[config.mk]
export PLATFORM = sky130hd
export DESIGN_NAME = cfgload_regblk
export DESIGN_NICKNAME = d
export VERILOG_FILES = /design/src/rtl/cfgl_pkg.sv /design/src/rtl/cfgl_mode_ctrl.sv /design/src/rtl/cfgl_word_pacer.sv /design/src/rtl/cfgl_status.sv /design/src/rtl/cfgload_regblk.sv
export SDC_FILE = /design/constraint.sdc
export NUM_CORES = 1
export LEC_CHECK = 0
export BUFFER_PORTS_ARGS = -buffer_cell sky130_fd_sc_hd__buf_2
export CORE_UTILIZATION = 47
export CTS_BUF_LIST = sky130_fd_sc_hd__clkbuf_16
export DETAILED_ROUTE_END_ITERATION = 16
export PLACE_DENSITY = 0.79
export SYNTH_ARGS = -nofsm -noshare
export SYNTH_HDL_FRONTEND = slang
export SYNTH_SLANG_ARGS = --single-unit
[constraint.sdc]
create_clock -name clk -period 2.3 [get_ports clk]
set_input_delay 0.46 -clock clk [delete_from_list [all_inputs] [get_ports clk]]
set_output_delay 0.46 -clock clk [all_outputs]
set_load 0.02 [all_outputs]
[src/rtl/cfgl_pkg.sv]
package cfgl_pkg;

   localparam logic [11:0] OFS_CAPID  = 12'h000;
   localparam logic [11:0] OFS_STATUS = 12'h01C;
   localparam logic [11:0] OFS_MODE   = 12'h020;
   localparam logic [11:0] OFS_DATA   = 12'h028;
   localparam logic [11:0] OFS_PROG   = 12'h02C;
   localparam logic [11:0] OFS_UERR   = 12'h034;

   localparam int ST_READY  = 18;
   localparam int ST_ERROR  = 19;
   localparam int ST_ENABLE = 20;
   localparam int ST_USER   = 21;
   localparam int ST_DONE   = 23;
   localparam int ST_CLKUSE = 24;

   localparam int MD_MODE   = 0;
   localparam int MD_CLKSEL = 1;
   localparam int MD_NCLK_LSB = 8;
   localparam int MD_NCLK_MAXW = 8;

   localparam int PG_REQ  = 0;
   localparam int PG_XFER = 1;

   localparam int UE_CFGERR = 5;

   typedef enum logic [2:0] {
      SEL_NONE,
      SEL_CAPID,
      SEL_STATUS,
      SEL_MODE,
      SEL_DATA,
      SEL_PROG,
      SEL_UERR
   } reg_sel_e;

   function automatic reg_sel_e decode_ofs(input logic [11:0] ofs);
      logic [11:0] w;
      w = {ofs[11:2], 2'b00};
      if (w == OFS_CAPID)       return SEL_CAPID;
      else if (w == OFS_STATUS) return SEL_STATUS;
      else if (w == OFS_MODE)   return SEL_MODE;
      else if (w == OFS_DATA)   return SEL_DATA;
      else if (w == OFS_PROG)   return SEL_PROG;
      else if (w == OFS_UERR)   return SEL_UERR;
      else                      return SEL_NONE;
   endfunction

endpackage

[src/rtl/cfgl_mode_ctrl.sv]
module cfgl_mode_ctrl #(
   parameter int NCLK_W = 8
) (
   input  logic              clk,
   input  logic              rst_n,
   input  logic              wr_en,
   input  logic [31:0]       wdata,
   output logic              mode,
   output logic              clk_sel,
   output logic [NCLK_W-1:0] nclks
);
   import cfgl_pkg::*;

   logic next_mode;
   logic next_clk;

   always_comb begin
      // configuration mode may only be entered once the clock select stands
      next_mode = wdata[MD_MODE] & clk_sel;
      // clock select stays while configuration mode remains
      next_clk  = wdata[MD_CLKSEL] | next_mode;
   end

   always_ff @(posedge clk or negedge rst_n) begin
      if (!rst_n) begin
         mode    <= 1'b0;
         clk_sel <= 1'b0;
         nclks   <= '0;
      end else if (wr_en) begin
         mode    <= next_mode;
         clk_sel <= next_clk;
         nclks   <= wdata[MD_NCLK_LSB +: NCLK_W];
      end
   end

   p_mode_needs_clk_r5: assert property (@(posedge clk) disable iff (!rst_n)
      mode |-> clk_sel)
      else $error("R5: configuration mode without clock select");

   p_no_skip_order_r5: assert property (@(posedge clk) disable iff (!rst_n)
      (!clk_sel && !mode) |=> !mode)
      else $error("R5: configuration mode entered before clock select");

endmodule

[src/rtl/cfgl_word_pacer.sv]
module cfgl_word_pacer #(
   parameter int NCLK_W = 8
) (
   input  logic              clk,
   input  logic              rst_n,
   input  logic              wr_en,
   input  logic [31:0]       wdata,
   input  logic [NCLK_W-1:0] nclks,
   output logic              stb,
   output logic [31:0]       word,
   output logic              busy
);
   logic [NCLK_W-1:0] cnt;
   logic [NCLK_W-1:0] load_val;

   always_comb begin
      load_val = (nclks == '0) ? NCLK_W'(1) : nclks;
   end

   always_ff @(posedge clk or negedge rst_n) begin
      if (!rst_n) begin
         stb  <= 1'b0;
         word <= '0;
         cnt  <= '0;
      end else begin
         stb <= wr_en;
         if (wr_en) begin
            word <= wdata;
            cnt  <= load_val;
         end else if (cnt != '0) begin
            cnt <= cnt - NCLK_W'(1);
         end
      end
   end

   assign busy = (cnt != '0);

   p_busy_drains_r8: assert property (@(posedge clk) disable iff (!rst_n)
      (!wr_en && cnt == NCLK_W'(1)) |=> !busy)
      else $error("R8: busy outlasted its count");

endmodule

[src/rtl/cfgl_status.sv]
module cfgl_status (
   input  logic clk,
   input  logic rst_n,
   input  logic req,
   input  logic mode,
   input  logic clk_sel,
   input  logic done_in,
   input  logic err_in,
   input  logic err_clr,
   output logic ready,
   output logic done,
   output logic err,
   output logic user,
   output logic clkuse,
   output logic err_sticky
);
   always_ff @(posedge clk or negedge rst_n) begin
      if (!rst_n) begin
         ready      <= 1'b0;
         done       <= 1'b0;
         err        <= 1'b0;
         user       <= 1'b0;
         clkuse     <= 1'b0;
         err_sticky <= 1'b0;
      end else begin
         ready  <= req;
         done   <= done_in;
         err    <= err_in;
         user   <= ~mode & ~clk_sel;
         clkuse <= ~mode & ~clk_sel;
         if (err_in)       err_sticky <= 1'b1;
         else if (err_clr) err_sticky <= 1'b0;
      end
   end

   p_sticky_covers_r9: assert property (@(posedge clk) disable iff (!rst_n)
      err |-> err_sticky)
      else $error("R9: live error without sticky copy");

   p_user_off_r6: assert property (@(posedge clk) disable iff (!rst_n)
      (mode || clk_sel) |=> (!user && !clkuse))
      else $error("R6: user mode while a mode bit is set");

endmodule

[src/rtl/cfgload_regblk.sv]
module cfgload_regblk #(
   parameter int          ADDR_W  = 12,
   parameter int          NCLK_W  = 8,
   parameter logic [15:0] CAP_ID  = 16'h000B,
   parameter bit          RD_PIPE = 1'b1
) (
   input  logic              clk,
   input  logic              rst_n,
   input  logic              strap_en,
   input  logic              acc_valid,
   input  logic              acc_write,
   input  logic [ADDR_W-1:0] acc_addr,
   input  logic [31:0]       acc_wdata,
   output logic              rd_valid,
   output logic [31:0]       rd_data,
   input  logic              eng_done_in,
   input  logic              eng_err_in,
   output logic              eng_mode,
   output logic              eng_clk_sel,
   output logic [NCLK_W-1:0] eng_clks,
   output logic              eng_req,
   output logic              eng_xfer,
   output logic              data_stb,
   output logic [31:0]       data_word,
   output logic              data_busy,
   output logic              o_ready,
   output logic              o_done,
   output logic              o_error,
   output logic              o_usermode,
   output logic              o_clkinuse
);
   import cfgl_pkg::*;

   if (ADDR_W < 6 || ADDR_W > 12) begin : g_bad_addr
      $error("ADDR_W must lie in 6..12");
   end
   if (NCLK_W < 1 || NCLK_W > MD_NCLK_MAXW) begin : g_bad_nclk
      $error("NCLK_W must lie in 1..8");
   end

   reg_sel_e    sel;
   logic        wr;
   logic        rd;
   logic        err_sticky;
   logic [31:0] rd_next;

   always_comb begin
      sel = decode_ofs(12'(acc_addr));
      wr  = acc_valid &  acc_write;
      rd  = acc_valid & ~acc_write;
   end

   // program control
   always_ff @(posedge clk or negedge rst_n) begin
      if (!rst_n) begin
         eng_req  <= 1'b0;
         eng_xfer <= 1'b0;
      end else if (wr && sel == SEL_PROG) begin
         eng_req  <= acc_wdata[PG_REQ];
         eng_xfer <= acc_wdata[PG_XFER];
      end
   end

   cfgl_mode_ctrl #(.NCLK_W(NCLK_W)) u_mode (
      .clk     (clk),
      .rst_n   (rst_n),
      .wr_en   (wr && sel == SEL_MODE),
      .wdata   (acc_wdata),
      .mode    (eng_mode),
      .clk_sel (eng_clk_sel),
      .nclks   (eng_clks)
   );

   cfgl_word_pacer #(.NCLK_W(NCLK_W)) u_pacer (
      .clk   (clk),
      .rst_n (rst_n),
      .wr_en (wr && sel == SEL_DATA),
      .wdata (acc_wdata),
      .nclks (eng_clks),
      .stb   (data_stb),
      .word  (data_word),
      .busy  (data_busy)
   );

   cfgl_status u_stat (
      .clk        (clk),
      .rst_n      (rst_n),
      .req        (eng_req),
      .mode       (eng_mode),
      .clk_sel    (eng_clk_sel),
      .done_in    (eng_done_in),
      .err_in     (eng_err_in),
      .err_clr    (wr && sel == SEL_UERR && acc_wdata[UE_CFGERR]),
      .ready      (o_ready),
      .done       (o_done),
      .err        (o_error),
      .user       (o_usermode),
      .clkuse     (o_clkinuse),
      .err_sticky (err_sticky)
   );

   always_comb begin
      rd_next = '0;
      unique case (sel)
         SEL_CAPID:  rd_next[15:0] = CAP_ID;
         SEL_STATUS: begin
            rd_next[ST_READY]  = o_ready;
            rd_next[ST_ERROR]  = o_error;
            rd_next[ST_ENABLE] = strap_en;
            rd_next[ST_USER]   = o_usermode;
            rd_next[ST_DONE]   = o_done;
            rd_next[ST_CLKUSE] = o_clkinuse;
         end
         SEL_MODE: begin
            rd_next[MD_MODE]   = eng_mode;
            rd_next[MD_CLKSEL] = eng_clk_sel;
            rd_next[MD_NCLK_LSB +: NCLK_W] = eng_clks;
         end
         SEL_PROG: begin
            rd_next[PG_REQ]  = eng_req;
            rd_next[PG_XFER] = eng_xfer;
         end
         SEL_UERR: rd_next[UE_CFGERR] = err_sticky;
         default:  rd_next = '0;
      endcase
   end

   if (RD_PIPE) begin : g_rd_reg
      always_ff @(posedge clk or negedge rst_n) begin
         if (!rst_n) begin
            rd_valid <= 1'b0;
            rd_data  <= '0;
         end else begin
            rd_valid <= rd;
            rd_data  <= rd ? rd_next : '0;
         end
      end

      p_rdv_after_read_r11: assert property (@(posedge clk) disable iff (!rst_n)
         rd_valid |-> $past(acc_valid && !acc_write))
         else $error("R11: read data without a read");
   end else begin : g_rd_comb
      always_comb begin
         rd_valid = rd;
         rd_data  = rd ? rd_next : '0;
      end
   end

   p_ready_follows_r4: assert property (@(posedge clk) disable iff (!rst_n)
      $rose(eng_req) |=> o_ready)
      else $error("R4: ready did not follow request");

   p_stb_with_busy_r8: assert property (@(posedge clk) disable iff (!rst_n)
      data_stb |-> data_busy)
      else $error("R8: strobe without busy");

endmodule

Word level (Yosys, flattened, before mapping)
Index checks and enable logic that the tools add are counted.
{ "totals": {"ff_bits": 84, "input_bits": 51, "wordCells": 63} }
{ "classes": {"reduce_logical": 10, "bitwise_logic": 8, "eq_ne": 11, "mux": 18, "addsub": 1} }
{ "ops": {"columns": ["operator", "n"], "rows": [
  ["equality test 10 x 4 -> 1 bit, second input constant", 4],
  ["two-way mux 8 bit", 4],
  ["two-way mux 25 bit", 1],
  ["two-way mux 3 bit", 6],
  ["equality test 10 x 3 -> 1 bit, second input constant", 1],
  ["zero test 10 bit", 1],
  ["equality test 3 bit, second input constant", 3],
  ["zero test 8 bit", 1],
  ["nonzero test 8 bit", 1],
  ["subtractor 8 x 1 -> 8 bit, second input constant", 1],
  ["equality test 3 x 2 -> 1 bit, second input constant", 2],
  ["one-hot mux 2 bit (3 select lines)", 1],
  ["logical AND 1 bit", 5],
  ["bitwise AND 1 bit", 4],
  ["two-way mux 2 bit", 2],
  ["two-way mux 4 bit", 1],
  ["nonzero test 2 bit", 2],
  ["equality test 3 x 1 -> 1 bit, second input constant", 1],
  ["two-way mux 1 bit", 3],
  ["NOT 1 bit", 3],
  ["OR 1 bit", 1]
]} }

Longest topological paths before layout
{ "depth": {"depth_word": 12, "mapped_depth": 6, "depth_no_buf": 6} }

Modules after synthesis
Synthesis repeated with hierarchy kept, for this count alone.
{ "hier_totals": {"hier_cells": 249, "area_unflattened_um2": 3310.7} }
{ "by_module_without_submodules": {"columns": ["mod", "area_each_um2", "n_inst", "cells_per_inst"], "rows": [
  ["cfgl_word_pacer", 1726.7, 1, 126],
  ["cfgload_regblk", 1028.5, 1, 90],
  ["cfgl_mode_ctrl", 407.9, 1, 24],
  ["cfgl_status", 147.6, 1, 9]
]} }

Worst setup path before layout
Ideal clock, no wire load.
{ "synth_timing": {"kind": "flip-flop to flip-flop", "from": "register u_pacer.cnt[0]", "to": "register u_pacer.cnt[1]", "arrival_time_ps": 1848, "slack_ps": 327, "path_stages_with_launch": 7, "cell_sequence": "dfrtp_1 -> inv_1 -> ha_1 -> nor3b_1 -> nand2_1 -> mux2i_1 -> mux2_2"} }
{ "synth_between": {"word_cells_on_any_way": 5, "cone_classes": "1 x add/sub; 2 x mux; 2 x reduce/logical"} }
{ "synth_lines": {"columns": ["item", "line_no", "text"], "rows": [
  ["start: declaration", "cfgl_word_pacer.sv:13", "logic [NCLK_W-1:0] cnt;"],
  ["start signal: assignment", "cfgl_word_pacer.sv:29", "cnt <= load_val;"],
  ["start signal: assignment", "cfgl_word_pacer.sv:31", "cnt <= cnt - NCLK_W'(1);"],
  ["nonzero test 8 bit", null, null],
  ["via data_busy", "cfgload_regblk.sv:25", "output logic data_busy,"],
  ["nonzero test 2 bit (no line)", null, null]
]} }
The timed path passes the listed nets, and every way through them passes these cells. The select of a mux whose other input is x is not followed.
A chain may end at the register's enable or synchronous reset.

Worst setup path after layout
{ "layout_timing": {"from": "register u_pacer.cnt[0]", "to": "output port data_busy"} }
{ "layout_between": {"elab_chain_cells": 1} }
{ "layout_rtl": {"columns": ["item", "line_no", "text"], "rows": [
  ["nonzero test 8 bit", "cfgl_word_pacer.sv:36", "assign busy = (cnt != '0);"],
  ["end: declaration", "cfgload_regblk.sv:25", null]
]} }
Every way passes these cells.

==> flow_summary.yaml <==
final_layout:
  finalNetCount: 413
  multi_input_area_mm2: 0.00113
  area_growth_pct: 29.6
  regArea_mm2: 0.00190
  num-fill-cells: 530
  drive_gt1_frac: 0.519
  diodes: 0
yosys:
  ys_seq_area_frac: 0.603
  synth_compound_area_frac: 0.0373
  synth-simple-area-share: 0.129
  synth_area_leader_cell: "dfrtp_1"
  synthTopCellsByCount: "dfrtp_1, mux2_2, buf_4"
  synthTopCellsByArea: "dfrtp_1, mux2_2, buf_4, and3_1, nand2_1"
  synth_top_area_frac: 0.603
  syn_avg_cell_area_um2: 13.3
  ys.flop_type: "dfrtp_1"
  muxShareOfSynthArea: 0.160
  netlist_instances: 237
  async_reset_ff_frac: 1.00
  synth_top_family_by_area: "multiplexers"
  netlist_area_mm2: 0.00315
  synth-edff-count: 0
  yosysWarnings: 0
  synth_most_common_cell: "dfrtp_1"
  synthAdderAreaFrac: 0.00397
  synthXorXnorAreaFrac: 0.0111
  ys_ff_latch: 76
  yosysUniqueCellTypes: 43
place:
  post-place-ws_ps: 184
  portBuffers: 118
  dp_hpwl_um: 4650
  globalplace.congestion: 0.808
die:
  die_h_um: 83.9
  die_w_um: 83.9
  pin_count: 135
  rows: 29
  initial_core_util: 0.491
  die_area_mm2: 0.00704
  design.core.area_mm2: 0.00642
power:
  p_per_area_mw_per_mm2: 795
  leakage_nw: 2.33
  vdd.ir_drop.worst_v: 0.000497
route:
  drc: 22
  wl_per_cell_um: 14.2
  vias: 2251
  post_drt_via_cell_ratio: 5.08
  drtIter0Drc: 122
  ant_nets: 0
  drtPass1Iterations: 13
  drt-total-wl_um: 6280
clocking:
  cts_tree: "done"
  clk_pin_slew_ps: 60
  cts_root_buf: "clkbuf_16"
  clock_sink_count: 76
  clk_latency_ps: 320
  clk_path_buf_depth: 2
  cts_buffers: 9
  htree_levels: 3
grt:
  grt_pass1_wl_um: 10500
  antenna_found_initial: 0
  track_usage: 0.192
  grt_start_max_net_pins: 47
  grt_pass1_vias: 2263
  overflow: 0
timing:
  setup_ws_ps: 177
  rsz0062_at_grt: "no"
  final_hold_viol_count: 0
  timing.final.crit_share: 0.923
  worst_slew_pin_slew_ps: 582
  fin_skew_ps: 3.75
  fin_tns_setup_ps: 0
  slew-limit-headroom: 0.609
  fin_crit_ps: 2120
  drv_slew: 0
  setup_violations: 0
  fmax_mhz: 471
outcome:
  violations: "design-rule violations"
  outcome: "finished, violations left"
worst_setup_path:
  critPathBufInv: 2
  critPathTopFamily: "simple AND/OR/NAND/NOR gates"
  worst-endpoint-required_ps: 1840
  cp_max_fo: 6
  crit_type: "flop to output port"
  worstPathCellList: "inv_1, ha_1, nor3b_2, nand2_1, buf_2"
  worstPathArrival_ps: 1660
  critPathCaptureType: "output port"
  critPathMaxStageDelay_ps: 420
  start_kind: "flop"
  crit_slowest_cell: "dfrtp_1"
run:
  maxCapViolations: 0
min_path:
  timing.hold.worst.class: "primary input to asynchronous set/reset pin"
## area by class of cell
class                           instances  area share
Timing Repair Buffer                  122       0.156
Tap cell                               77      0.0236
Clock buffer                            9      0.0551
Sequential cell                        76       0.465
Multi-Input combinational cell        145       0.277
Inverter                                7     0.00643
Clock inverter                          7      0.0168
## layout by cell type (no fill, tap or decap), drive strengths merged, types with 2 or more instances in the layout
master / synthesis / final
a211o: 2 / 2
a21oi: 5 / 5
and2: 6 / 6
and3: 10 / 10
buf: 19 / 122
clkbuf: 3 / 9
clkinv: 0 / 4
conb: 1 / 14
dfrtp: 76 / 76
inv: 7 / 8
mux2: 43 / 43
mux2i: 2 / 2
nand2: 10 / 10
nand3: 3 / 3
nand4: 4 / 4
nor2: 7 / 7
nor3: 2 / 2
nor3b: 2 / 2
nor4: 4 / 4
nor4b: 2 / 2
o21ai: 7 / 7
or3: 3 / 3
or4: 3 / 3
xnor2: 2 / 2
xor2: 2 / 2
## final timing paths
check | cells after the start | start | endpoint | slack (ps)
worst max-delay path | 5 | u_pacer.cnt[0]$_DFFE_PN0P_ | data_busy | 180
worst min-delay path | 1 | rst_n | rd_data[12]$_DFF_PN0_ | 140
worst max register to register | 7 | u_pacer.cnt[0]$_DFFE_PN0P_ | u_pacer.cnt[1]$_DFFE_PN0P_ | 480
worst min register to register | 0 | eng_req$_DFFE_PN0P_ | u_stat.ready$_DFF_PN0_ | 460
max in group asynchronous | 2 | rst_n | u_pacer.word[9]$_DFFE_PN0P_ | 1600
min in group clk | 1 | eng_done_in | u_stat.done$_DFF_PN0_ | 240
## registers in the layout (all words and copies together) (netlist names)
signal	count
eng_req	1
eng_xfer	1
rd_data	17
rd_valid	1
u_mode.clk_sel	1
u_mode.mode	1
u_mode.nclks	8
u_pacer.cnt	8
u_pacer.stb	1
u_pacer.word	32
u_stat.done	1
u_stat.err	1
u_stat.err_sticky	1
u_stat.ready	1
u_stat.user	1
## logic make-up (layout without fill, tap and decap cells)
kind of cell / after synthesis / in the layout
XOR/XNOR: 4 / 4
buffers and inverters: 29 / 145
flip-flops: 76 / 76
other: 1 / 14
multiplexers: 45 / 45
adder cells (fa/ha/maj): 1 / 1
AND/OR/NAND/NOR: 62 / 62
AO/OA/AOI/OAI: 19 / 19
## power breakdown
| group | switching (mW) | total (mW) | internal (mW) |
|---|---|---|---|
| combinational | 0.216 | 0.408 | 0.192 |
| clock | 0.518 | 1.35 | 0.834 |
| sequential | 0.0752 | 1.49 | 1.41 |
## metal layers
| metal | track usage | part of all wire |
|---|---|---|
| met2 | 0.313 | 0.51 |
| met1 | 0.237 | 0.42 |
| met5 | 0 | 0 |
| met4 | 0.0972 | 0.019 |
| met3 | 0.0475 | 0.049 |
## timing repair
| item | in CTS | in global routing |
|---|---|---|
| hold endpoints to repair | 0 | 0 |
| hold buffers | 0 | 0 |
| buffers inserted | 0 | 0 |
| setup endpoints to repair | 1 | 0 |
| resized for setup | 1 | 0 |
## metrics by stage
stage	util	hold WS, ps	power, mW	instances	instance area, µm²
6_report	0.636	139	3.25	443	4090
5_1_grt	0.636	185	3.41	443	4090
2_1_floorplan	-	164	1.78	250	3200
3_5_place_dp	0.590	442	1.91	427	3790
3_3_place_gp	0.590	444	1.88	427	3790
4_1_cts	0.636	155	3.28	443	4090
Note: power is estimated with default switching activity, not from simulation.
